===== src/rtl/i2cIrqPkg.sv =====
package i2cIrqPkg;
  localparam int STAT_W = 12;
  localparam int IDX_W  = 4;

  // Raw status bit positions (the layout software decodes)
  localparam int BIT_RX_UNDER  = 0;
  localparam int BIT_RX_OVER   = 1;
  localparam int BIT_RX_FULL   = 2;
  localparam int BIT_TX_OVER   = 3;
  localparam int BIT_TX_EMPTY  = 4;
  localparam int BIT_RD_REQ    = 5;
  localparam int BIT_TX_ABORT  = 6;
  localparam int BIT_RX_DONE   = 7;
  localparam int BIT_ACTIVITY  = 8;
  localparam int BIT_STOP_DET  = 9;
  localparam int BIT_START_DET = 10;
  localparam int BIT_GEN_CALL  = 11;

  localparam logic [STAT_W-1:0] LEVEL_MASK =
    STAT_W'((1 << BIT_RX_FULL) | (1 << BIT_TX_EMPTY));
  localparam logic [STAT_W-1:0] CLEAR_MASK = ~LEVEL_MASK;

  // Register index map
  localparam int IDX_MASKED   = 0;
  localparam int IDX_MASK     = 1;
  localparam int IDX_RAW      = 2;
  localparam int IDX_CLR_ALL  = 3;
  localparam int IDX_CLR_BASE = 4;

  typedef struct packed {
    logic [STAT_W-1:0] clrOne;
    logic              clrAll;
    logic              maskLoad;
  } ctlStrobe_t;
endpackage


===== src/rtl/i2cIrqCtl.sv =====
module i2cIrqCtl
  import i2cIrqPkg::*;
(
  input  logic             rdStrobe,
  input  logic [IDX_W-1:0] rdIndex,
  input  logic             maskWe,
  output ctlStrobe_t       strobes
);
  logic [STAT_W-1:0] clrVec;

  for (genvar i = 0; i < STAT_W; i++) begin : gDecode
    if (CLEAR_MASK[i]) begin : gClr
      assign clrVec[i] = rdStrobe && (rdIndex == IDX_W'(IDX_CLR_BASE + i));
    end else begin : gLvl
      assign clrVec[i] = 1'b0;
    end
  end

  always_comb begin
    strobes.clrOne   = clrVec;
    strobes.clrAll   = rdStrobe && (rdIndex == IDX_W'(IDX_CLR_ALL));
    strobes.maskLoad = maskWe;
  end
endmodule


===== src/rtl/i2cIrqDp.sv =====
module i2cIrqDp
  import i2cIrqPkg::*;
(
  input  logic              clk,
  input  logic              rstN,
  input  logic [STAT_W-1:0] evtIn,
  input  ctlStrobe_t        strobes,
  input  logic [STAT_W-1:0] maskWdata,
  input  logic [IDX_W-1:0]  rdIndex,
  output logic [STAT_W-1:0] rawStat,
  output logic [STAT_W-1:0] maskReg,
  output logic              irq,
  output logic [STAT_W-1:0] rdData
);
  logic [STAT_W-1:0] maskedStat;

  for (genvar i = 0; i < STAT_W; i++) begin : gBit
    if (CLEAR_MASK[i]) begin : gSticky
      logic latBit;
      always_ff @(posedge clk) begin
        if (!rstN)                                 latBit <= 1'b0;
        else if (evtIn[i])                         latBit <= 1'b1;
        else if (strobes.clrOne[i] || strobes.clrAll) latBit <= 1'b0;
      end
      assign rawStat[i] = latBit;
    end else begin : gLevel
      assign rawStat[i] = evtIn[i];
    end
  end

  always_ff @(posedge clk) begin
    if (!rstN)                 maskReg <= '0;
    else if (strobes.maskLoad) maskReg <= maskWdata;
  end

  assign maskedStat = rawStat & maskReg;
  assign irq        = |maskedStat;

  always_comb begin
    rdData = '0;
    case (rdIndex)
      IDX_W'(IDX_MASKED):  rdData = maskedStat;
      IDX_W'(IDX_MASK):    rdData = maskReg;
      IDX_W'(IDX_RAW):     rdData = rawStat;
      IDX_W'(IDX_CLR_ALL): rdData[0] = |(rawStat & CLEAR_MASK);
      default: begin
        for (int i = 0; i < STAT_W; i++) begin
          if (CLEAR_MASK[i] && (rdIndex == IDX_W'(IDX_CLR_BASE + i)))
            rdData[0] = rawStat[i];
        end
      end
    endcase
  end
endmodule


===== src/rtl/i2cIrqTop.sv =====
module i2cIrqTop
  import i2cIrqPkg::*;
(
  input  logic              clk,
  input  logic              rstN,
  input  logic [STAT_W-1:0] evtIn,
  input  logic              maskWe,
  input  logic [STAT_W-1:0] maskWdata,
  input  logic              rdStrobe,
  input  logic [IDX_W-1:0]  rdIndex,
  output logic              irq,
  output logic [STAT_W-1:0] rdData
);
  ctlStrobe_t        strobes;
  logic [STAT_W-1:0] rawStat;
  logic [STAT_W-1:0] maskReg;

  i2cIrqCtl uCtl (
    .rdStrobe (rdStrobe),
    .rdIndex  (rdIndex),
    .maskWe   (maskWe),
    .strobes  (strobes)
  );

  i2cIrqDp uDp (
    .clk       (clk),
    .rstN      (rstN),
    .evtIn     (evtIn),
    .strobes   (strobes),
    .maskWdata (maskWdata),
    .rdIndex   (rdIndex),
    .rawStat   (rawStat),
    .maskReg   (maskReg),
    .irq       (irq),
    .rdData    (rdData)
  );
endmodule


===== config.mk =====
export PLATFORM = sky130hd
export DESIGN_NAME = i2cIrqTop
export DESIGN_NICKNAME = d
export VERILOG_FILES = /design/src/rtl/i2cIrqPkg.sv /design/src/rtl/i2cIrqCtl.sv /design/src/rtl/i2cIrqDp.sv /design/src/rtl/i2cIrqTop.sv
export SDC_FILE = /design/constraint.sdc
export NUM_CORES = 1
export LEC_CHECK = 0
export ABC_CLOCK_PERIOD_IN_PS = 1400
export BUFFER_PORTS_ARGS = -buffer_cell sky130_fd_sc_hd__buf_2
export CAP_MARGIN = 40
export CORE_MARGIN = 3
export CORE_UTILIZATION = 33
export DETAILED_ROUTE_END_ITERATION = 16
export GPL_ROUTABILITY_DRIVEN = 0
export MAX_ROUTING_LAYER = met4
export REMOVE_ABC_BUFFERS = 1
export SETUP_SLACK_MARGIN = 0.4
export SYNTH_ARGS = -nofsm -noshare
export SYNTH_HDL_FRONTEND = slang
export SYNTH_HIERARCHICAL = 1
export SYNTH_SLANG_ARGS = --single-unit
export TNS_END_PERCENT = 1

===== constraint.sdc =====
create_clock -name clk -period 1.4 [get_ports clk]
set_clock_uncertainty 0.2 [all_clocks]
set_input_delay 0.35 -clock clk [delete_from_list [all_inputs] [get_ports clk]]
set_output_delay 0.35 -clock clk [all_outputs]
set_load 0.01 [all_outputs]

==> After elaboration in Yosys (flattened, before gate mapping) <==
Cells that the tools add are included.
{ "op_classes": {"n_eq_ne": 13, "n_mux": 32, "n_bitwise": 1, "n_reduce_logical": 34} }
{ "ops": {"columns": ["cell", "n"], "rows": [
  ["11-bit one-hot mux with 3 select lines", 1],
  ["1-bit two-way mux", 30],
  ["4-bit == test (second input constant)", 7],
  ["2-bit nonzero test", 10],
  ["12-bit bitwise AND", 1],
  ["4-bit by 3-bit == test with 1-bit output (second input constant)", 3],
  ["12-bit OR reduction", 1],
  ["1-bit logical AND", 11],
  ["1-bit logical OR", 10],
  ["10-bit OR reduction", 1],
  ["4-bit by 2-bit == test with 1-bit output (second input constant)", 2],
  ["4-bit by 1-bit == test with 1-bit output (second input constant)", 1],
  ["4-bit zero test", 1],
  ["1-bit one-hot mux with 4 select lines", 1]
]} }
{ "totals": {"register_bits": 22, "inputBits": 32, "out_inout_bits": 13} }

==> Longest topological paths before layout <==
Gate-level depths: netlist (run 1).
{ "logic_depth": {"depth_word": 12, "depth_mapped": 6} }

==> By module <==
Netlist (run 1), hierarchy kept.
{ "modules_own_cells": {"columns": ["mod", "n_inst", "cells_each", "area_each_um2"], "rows": [
  ["i2cIrqDp", 1, 158, 1281.2],
  ["i2cIrqCtl", 1, 21, 120.1]
]} }

==> Least setup slack after synthesis (run 1) <==
Ideal clock, no wire load.
{ "synth_timing": {"path_type": "input port to output port", "start": "input rdIndex[2]", "end": "output rdData[0]", "arrival_ps": 1024, "t_required_ps": 850, "path_slack_ps": -174, "cell_stages": 5, "cell_sequence": "buf_2 -> nor2_1 -> o221ai_1 -> a31o_1 -> o211ai_1"} }
{ "synth_between": {"elab_chain_cells": 12} }
{ "synth_rtl": {"columns": ["item", "line_no", "rtl"], "rows": [
  ["start: declaration", "i2cIrqTop.sv:10", "input logic [IDX_W-1:0] rdIndex,"],
  ["4-bit by 3-bit == test with 1-bit output", "i2cIrqDp.sv:48", "if (CLEAR_MASK[i] && (rdIndex == IDX_W'(IDX_CLR_BASE + i)))"],
  ["1-bit two-way mux (10 in a row)", "i2cIrqDp.sv:48", null],
  ["1-bit one-hot mux with 4 select lines (*)", "i2cIrqDp.sv:41", "case (rdIndex)"],
  ["end: declaration", "i2cIrqTop.sv:12", "output logic [STAT_W-1:0] rdData"]
]} }
Mark *: on every way between the ends. The rest lies on a longest branch, timed or not.

==> Worst setup path after layout (run 1) <==
{ "layout_timing": {"start": "register uDp.gBit[6].gSticky.latBit", "end": "output rdData[0]"} }
{ "layout_between": {"elab_chain_cells": 7} }
{ "layout_rtl": {"columns": ["item", "line_no", "rtl"], "rows": [
  ["start: declaration", "i2cIrqDp.sv:19", "logic latBit;"],
  ["start signal: assignment", "i2cIrqDp.sv:21", "if (!rstN) latBit <= 1'b0;"],
  ["start signal: assignment", "i2cIrqDp.sv:22", "else if (evtIn[i]) latBit <= 1'b1;"],
  ["start signal: assignment", "i2cIrqDp.sv:23", "else if (strobes.clrOne[i] || strobes.clrAll) latBit <= 1'b0;"],
  ["1-bit two-way mux (6 in a row)", "i2cIrqDp.sv:48", null],
  ["1-bit one-hot mux with 4 select lines (*)", "i2cIrqDp.sv:41", null]
]} }
Marks and branches as above.

==> results.md, run 1 <==
- The remaining global-route overflow is 0.
- The final critical-path share of the clock period is 135%.
- The number of antenna diodes in the final layout is 0.
- Clock latency on the worst-skew pair, taken at its later pin, is between 0.2 and 0.3 ns.
- The critical path is of the reg -> out type.
- The fraction of final layout cells sized beyond drive strength 1 is between 50% and 60%.
- The core footprint is ~0.0037 mm^2.
- Along the worst path, the maximum fanout reaches 3.
- The pin count of the biggest net entering global routing is 23.
- Cell internal power was estimated by the tool at 0.00116 W.
- Setup repair after global routing could not meet its margin everywhere.
- The category of the worst setup path launch point is a register.
- CTS built an H-tree with a depth of 1.
- The tightest hold path in the finished design has a slack of between 0.1 and 0.15 ns.
- STA classifies the critical path endpoint as an output pin.
- The final net count is 266.
- The count of hold-fix buffers inserted at cts is 0.
- The logic gate share of total power is 26.5%.
- The number of global-route vias before repair was between 1000 and 1500.
- The share of total power dissipated in sequential elements is between 40% and 50%.
- For the worst setup path, the data required time is about 0.85 ns.
- Pin placement for this block handled 45 I/O pins.
- The finished layout holds ~280 standard cells, fillers aside.
- The layout-stage area growth over the synthesis result is 56.3%.
- The setup TNS after final layout is -3.11 ns.
- The worst setup slack after layout is -0.491 ns.
- The first-pass GRT wire length is between 5 and 6 mm.
- The final count of hold timing violations came to 0.
- Once layout is complete, the utilization of the core stands at ~54%.
- In this run the cell area of the synthesized design comes to approximately 0.0013 mm^2.
- The height of the die is a little under 70 um.
- In this run the tightest slew margin relative to its limit is 77.8%.
- The longest clock path from root to sink contains 2 buffers.
- The library cell used as clock root buffer is clkbuf_8.
- Synthesis handed over a netlist of 164 instances.
- The number of antenna violations at the first check in global routing is 0.
- In this run the static leakage power is just over 0.9 nW.
- Dividing total power by cell area gives a power density of 795 mW/mm^2.
- The initial utilization of the core area, before any placement, comes to around a third.
- The fmax is 529 MHz.
- After clock tree synthesis, the clock-pin slew on the worst setup and hold paths is ~0.08 ns.
- The total detailed-routing wirelength is about 3.8 mm.
- For this run, design rule violations remaining after detail routing come to 0.
- The count of vias placed by the detailed router is 1404.
- The maximum ir drop on the vdd rail is 460 uV.
- At the pin with the least slew margin, the transition time is roughly 0.33 ns.
- The share of total power dissipated in the clock network is 28.7%.
- Of the total power, the share spent switching nets is between 20 and 30%.
- The TritonCTS clock tree is yes.
- The final reports fail on negative setup slack.
- The average wire per standard cell is 13.5 um.
- The arrival time reported for the critical path endpoint is around 1.3 ns.
- Setup violations remaining at the end of the flow were counted as 13.
- The worst hold path depth is 3.
- The number of clock sinks is 22.
- The detailed-router iteration count before antenna repair is 4.
- The number of max-slew violations in the final report was 0.
- For this design the total switching power over the nets is around 0.00045 W.
- The Yosys step of the flow raised 6 warnings.
- The area enclosed by the die boundary is ~0.0047 mm^2.
- The layout filler cell count is 365.
- The tool flagged a number of max-cap violations equal to 0.
- The run finished, with violations left.
- The floorplan has 22 rows.
- The number of vias per cell after detailed routing is between 4 and 5.
- The detail route stage leaves a number of antenna-violating nets equal to 0.
- The number of port buffers is 44.
- The HPWL after detailed placement is 2.83 mm.
- For this run, the total global-route usage over all layers was measured as 17.3%.
- The die span in x is 68.6 um.
- The length in cells of the worst reg-to-reg path is 3.
- The tightest min-delay check is of the in -> reg type.
- After synthesis, the mean cell area works out to around 8 um^2.
- The number of clock buffers added by TritonCTS is 3.
- The first routing iteration left between 40 and 50 violations.
- The final period demand of the worst path is between 1.5 and 2 ns.
- The count of placed standard cells including taps is 276.
==> metrics by stage <==
| stage | instance area, um^2 | worst slack [ns] | total power (W) |
|---|---|---|---|
| 6_report | 2020 | -0.491 | 0.00161 |
| 5_1_grt | 2020 | -0.576 | 0.00170 |
| 4_1_cts | 1980 | -0.478 | 0.00161 |
| 3_5_place_dp | 1750 | -0.511 | 0.00109 |
| 3_3_place_gp | 1750 | -0.469 | 0.00109 |
| 2_1_floorplan | 1230 | -0.165 | 0.000872 |
==> final timing paths <==
check	slack [ns]	endpoint	startpoint
hold reg to reg	0.37	uDp/gBit[5].gSticky.latBit	uDp/gBit[5].gSticky.latBit
setup / recovery	-0.49	rdData[0]	uDp/gBit[6].gSticky.latBit
setup reg to reg	0.41	uDp/gBit[1].gSticky.latBit	uDp/gBit[1].gSticky.latBit
hold / removal	0.11	uDp/gBit[11].gSticky.latBit	evtIn[11]
==> cell usage in the layout, fill, tap and decap left out, drive strengths merged, types with 4 or more instances in the layout <==
cell type / instances
a21oi: 15
buf: 76
clkbuf: 4
dfxtp: 22
inv: 4
mux2i: 14
nand2: 4
nand3: 5
nor2: 32
nor2b: 23
nor3: 4
o22ai: 11
==> per-layer routing <==
metal | track usage (%) | wire (um)
met5 | - | 0
met4 | 5.96 | 36
met3 | 2.92 | 177
met1 | 21.0 | 1770
met2 | 28.7 | 1810
==> what timing repair did <==
| item | in CTS | in global routing |
|---|---|---|
| gates cloned | 0 | 0 |
| endpoints found under the hold margin | 0 | 0 |
| resized for setup | 48 | 11 |
| buffers inserted | 1 | 0 |
| pin swaps | 14 | 15 |
| setup endpoints to repair | 23 | 23 |
==> area by class of cell <==
cell class                 instances  area (um^2)  area share [%]
inverter                           4         15.0           0.743
tap                               48         60.1            2.97
sequential                        22          475            23.5
clock buffer                       4         55.1            2.72
multi-input combinational        127          892            44.1
timing repair buffer              76          523            25.9
==> state kept, by name, summed over array words and instances (netlist names) <==
name                     cells
uDp/gBit.gSticky.latBit     10
uDp/maskReg                 12
==> power by group through the flow <==
stage	clock [W]	sequential, W	combinational (W)
3_5_place_dp	0	0.000726	0.000365
3_3_place_gp	0	0.000725	0.000363
5_1_grt	0.000504	0.000726	0.000465
2_1_floorplan	0	0.000713	0.000158
4_1_cts	0.000482	0.000718	0.000410
6_report	0.000460	0.000720	0.000425
==> worst max-delay path: stages (launching register included) <==
cell and delay [ns]:
dfxtp_2 0.34, nor2b_2 0.13, nor3b_4 0.18, a31o_1 0.16
o211ai_1 0.11, buf_2 0.16
No activity file was read; power rests on OpenSTA's default activity.
==> run 2: changes to the inputs <==
--- a/config.mk
+++ b/config.mk
@@ -13,8 +13,8 @@
 export DETAILED_ROUTE_END_ITERATION = 16
 export GPL_ROUTABILITY_DRIVEN = 0
 export MAX_ROUTING_LAYER = met4
+export PLACE_DENSITY = 0.7
 export REMOVE_ABC_BUFFERS = 1
-export SETUP_SLACK_MARGIN = 0.4
 export SYNTH_ARGS = -nofsm -noshare
 export SYNTH_HDL_FRONTEND = slang
 export SYNTH_HIERARCHICAL = 1
==> run 2 against run 1 <==
  * Design area fell by 2.4%
  * Clock power rose by 32%
  * Critical path type unchanged
  * Routed wire length rose by 4.4%
  * Highest routed layer unchanged
  * Maximum frequency fell by 0.50%
  * The flow still finishes with violations (negative setup slack)
==> results.md, run 2 (synthesis results as in run 1) <==
- The final core utilization is 53.1% (-1.3 points).
- The overall fraction of global-route tracks in use is 17.8% (+0.49 points).
- The count of buffer and inverter cells on the critical path is 1 (unchanged).
- The worst setup path is of the reg -> out kind.
- STA classifies the critical path startpoint as a register.
- The transition time at the pin with the least slew margin is 0.328 ns (-0.00486 ns).
- The die span in x came to 68.6 um (unchanged).
- The number of max-cap violations is 0 (unchanged).
- The placement row count came to 22 (unchanged).
- The number of buffers on the longest clock path is 2 (unchanged).
- The top cell types in the final layout, fill and taps aside, are 42 x buf_2, 28 x nor2_1, 25 x buf_4.
- The final count of hold timing violations is 0 (unchanged).
- The global-route met1 utilization is 21.4% (+0.32 points).
- The fraction of final layout cells sized beyond drive strength 1 is 48.5% (-1.7 points).
- The number of violations reported at the end of detailed-routing iteration 0 is 87 (+100%).
- The residual DRC count is 0 (unchanged).
- The worst setup slack after layout is -0.500 ns (-0.00943 ns).
- The count of vias placed by the detailed router was 1424 (+1.4%).
- The area enclosed by the die boundary is 0.00470 mm^2 (unchanged).
- The pin count of the biggest net entering global routing is 23 (unchanged).
- The number of global-route vias before repair is 1393 (+6.8%).
- The TritonCTS clock tree is yes.
- The total detailed-routing wirelength is 3.96 mm (+4.4%).
- The leakage power figure is 0.886 nW (-3.7%).
- The number of max-slew violations in the final report is 0 (unchanged).
- The number of port buffers came to 44 (unchanged).
- Setup repair after global routing could not meet its margin everywhere.
- The layout filler cell count was 353 (-3.3%).
- The register with the most flip-flops is uDp/maskReg.
- The total I/O pin count came to 45 (unchanged).
- The maximum cell stage delay along the critical path is 0.35 ns (about the same).
- The effective utilization at floorplan was 34.8% (unchanged).
- The flow ran to the end, but the final reports show violations.
- The final net count is 264 (-0.75%).
- The count of H-tree levels built during CTS came to 1 (unchanged).
- The height of the die is 68.6 um (unchanged).
- The cell sitting at the root of the clock tree is a clkbuf_8.
- The layout-stage area growth over the synthesis result is 52.7%.
- The arrival time reported for the critical path endpoint is 1.35 ns (about the same).
- The total cell area at the placement stage is 0.00175 mm^2 (-0.43%).
- The worst-case headroom to the max-slew limit is 78.1% (+0.32 points).
- The worst slack on hold paths was 0.108 ns (+0.000566 ns).
- The placement-stage worst setup slack is -0.462 ns (+0.0486 ns).
- The final critical-path share of the clock period is 136% (+0.67 points).
- The average wire per standard cell is 14.2 um (+5.2%).
- The flip-flop count of the largest register, all copies and words added was 12 (unchanged).
- The detailed-router iteration count before antenna repair is 4 (unchanged).
- The clock insertion delay at the later pin of the skew report is 0.27 ns (about the same).
- The number of clock sinks is 22 (unchanged).
- The met3 global-route usage came to 1.94% (-0.97 points).
- The final period demand of the worst path was 1.90 ns (+0.00943 ns).
- The first-pass GRT wire length came to 6.10 mm (+3.0%).
- On the critical path the largest part of the delay comes from compound AO/OA/AOI/OAI gates.
- The fmax is 526 MHz (-0.50%).
- The largest registers in the layout are uDp/maskReg (12), uDp/gBit.gSticky.latBit (10).
- The final reports fail on negative setup slack.
- The met2 capacity usage during global routing came to 30.0% (+1.3 points).
- The most common cell after layout, fill and taps aside is buf_2.
- The buffers inserted during post-CTS setup optimization was 0 (-1).
- The core footprint came to 0.00372 mm^2 (unchanged).
- The clock input transition at the sequential cells of the worst setup and hold paths was 0.08 ns (about the same).
- In this run the worst hold path is classified as in -> reg.
- The most utilized layer in the global route result is met2.
- The HPWL after detailed placement is 2.89 mm (+2.1%).
- The power density of the placed cells is 883 mW/mm^2 (+11%).
- The library cell contributing the largest single delay on the critical path is dfxtp_2.
- The post-detailed-route count of antenna-violating nets is 0 (unchanged).
- Traced cell by cell, the critical path runs through a22o_1 -> a221oi_2 -> nand3_1 -> buf_2.
- The post-layout instance area is 0.00197 mm^2 (-2.4%).
- The total CTS buffers is 3 (unchanged).
- The number of antenna violations at the first check in global routing is 0 (unchanged).
- The count of endpoints failing setup in the final report is 20 (+7).
- The number of vias per cell after detailed routing is 5.10 (+2.2%).
- The largest driver fanout on the critical path was 3 (unchanged).
- The maximum ir drop on the vdd rail is 338 uV (-26%).
- The remaining global-route overflow is 0 (unchanged).
- The required time reported for the critical path endpoint was 0.85 ns (about the same).
- The count of antenna diodes in the layout came to 0 (unchanged).
- The worst setup path is captured at an output pin.
-- run 2: changes by cell type in the layout (fill, tap and decap cells not counted), moves of 2 or more --
| cell | delta |
|---|---|
| buf_6 | -4 |
| dfxtp_1 | +2 |
| dfxtp_2 | +3 |
| dfxtp_4 | -5 |
| nor2_1 | -3 |
| nor2_2 | +3 |
| o22ai_1 | +6 |
| o22ai_2 | -6 |
-- run 2: routing by layer --
metal / up-vias / share of wire (%)
li1: 712 / -
met1: 667 / 45
met2: 37 / 49
met3: 8 / 4.3
met4: 0 / 2.0
met5: - / 0
-- run 2: stage by stage --
stage               std cells  power [W]  setup TNS, ns
floorplan                 153   0.000872          -1.99
global placement          275    0.00108          -8.36
detailed placement        275    0.00109          -8.78
CTS                       279    0.00173          -4.35
global route              279    0.00181          -4.62
finish                    279    0.00174          -3.52
-- run 2: worst reg2reg max path, cell delays in order (launching register included) --
cell     delay, ns
dfxtp_2       0.35
buf_4         0.13
a21oi_1       0.14
nor2b_1       0.06
-- run 2: area by class of cell --
type                       count  area (um^2)  area share, %
clock buffer                   3         41.3           2.09
clock inverter                 1         30.0           1.52
inverter                       4         15.0          0.761
multi-input combinational    127          868           44.0
sequential                    22          460           23.3
tap                           48         60.1           3.04
timing repair buffer          74          498           25.2
-- run 2: final timing paths --
| check | start | end | slack (ns) | cells past startpoint |
|---|---|---|---|---|
| worst max register to register | uDp/gBit[6].gSticky.latBit | uDp/gBit[6].gSticky.latBit | 0.41 | 3 |
| worst min register to register | uDp/maskReg[0] | uDp/maskReg[0] | 0.36 | 2 |
| worst min-delay path | evtIn[3] | uDp/gBit[3].gSticky.latBit | 0.11 | 3 |
| worst max-delay path | uDp/gBit[6].gSticky.latBit | irq | -0.50 | 4 |
-- run 2: power breakdown --
| group | internal, W | switching [W] |
|---|---|---|
| sequential | 0.000671 | 0.0000527 |
| combinational | 0.000224 | 0.000189 |
| clock | 0.000382 | 0.000222 |
| total | 0.00128 | 0.000464 |
-- run 2: what timing repair did --
| item | CTS | global route |
|---|---|---|
| pin swaps | 5 | 10 |
| setup endpoints to repair | 23 | 23 |
| hold buffers | 0 | 0 |
| hold endpoints to repair | 0 | 0 |
| gates resized for setup | 24 | 23 |
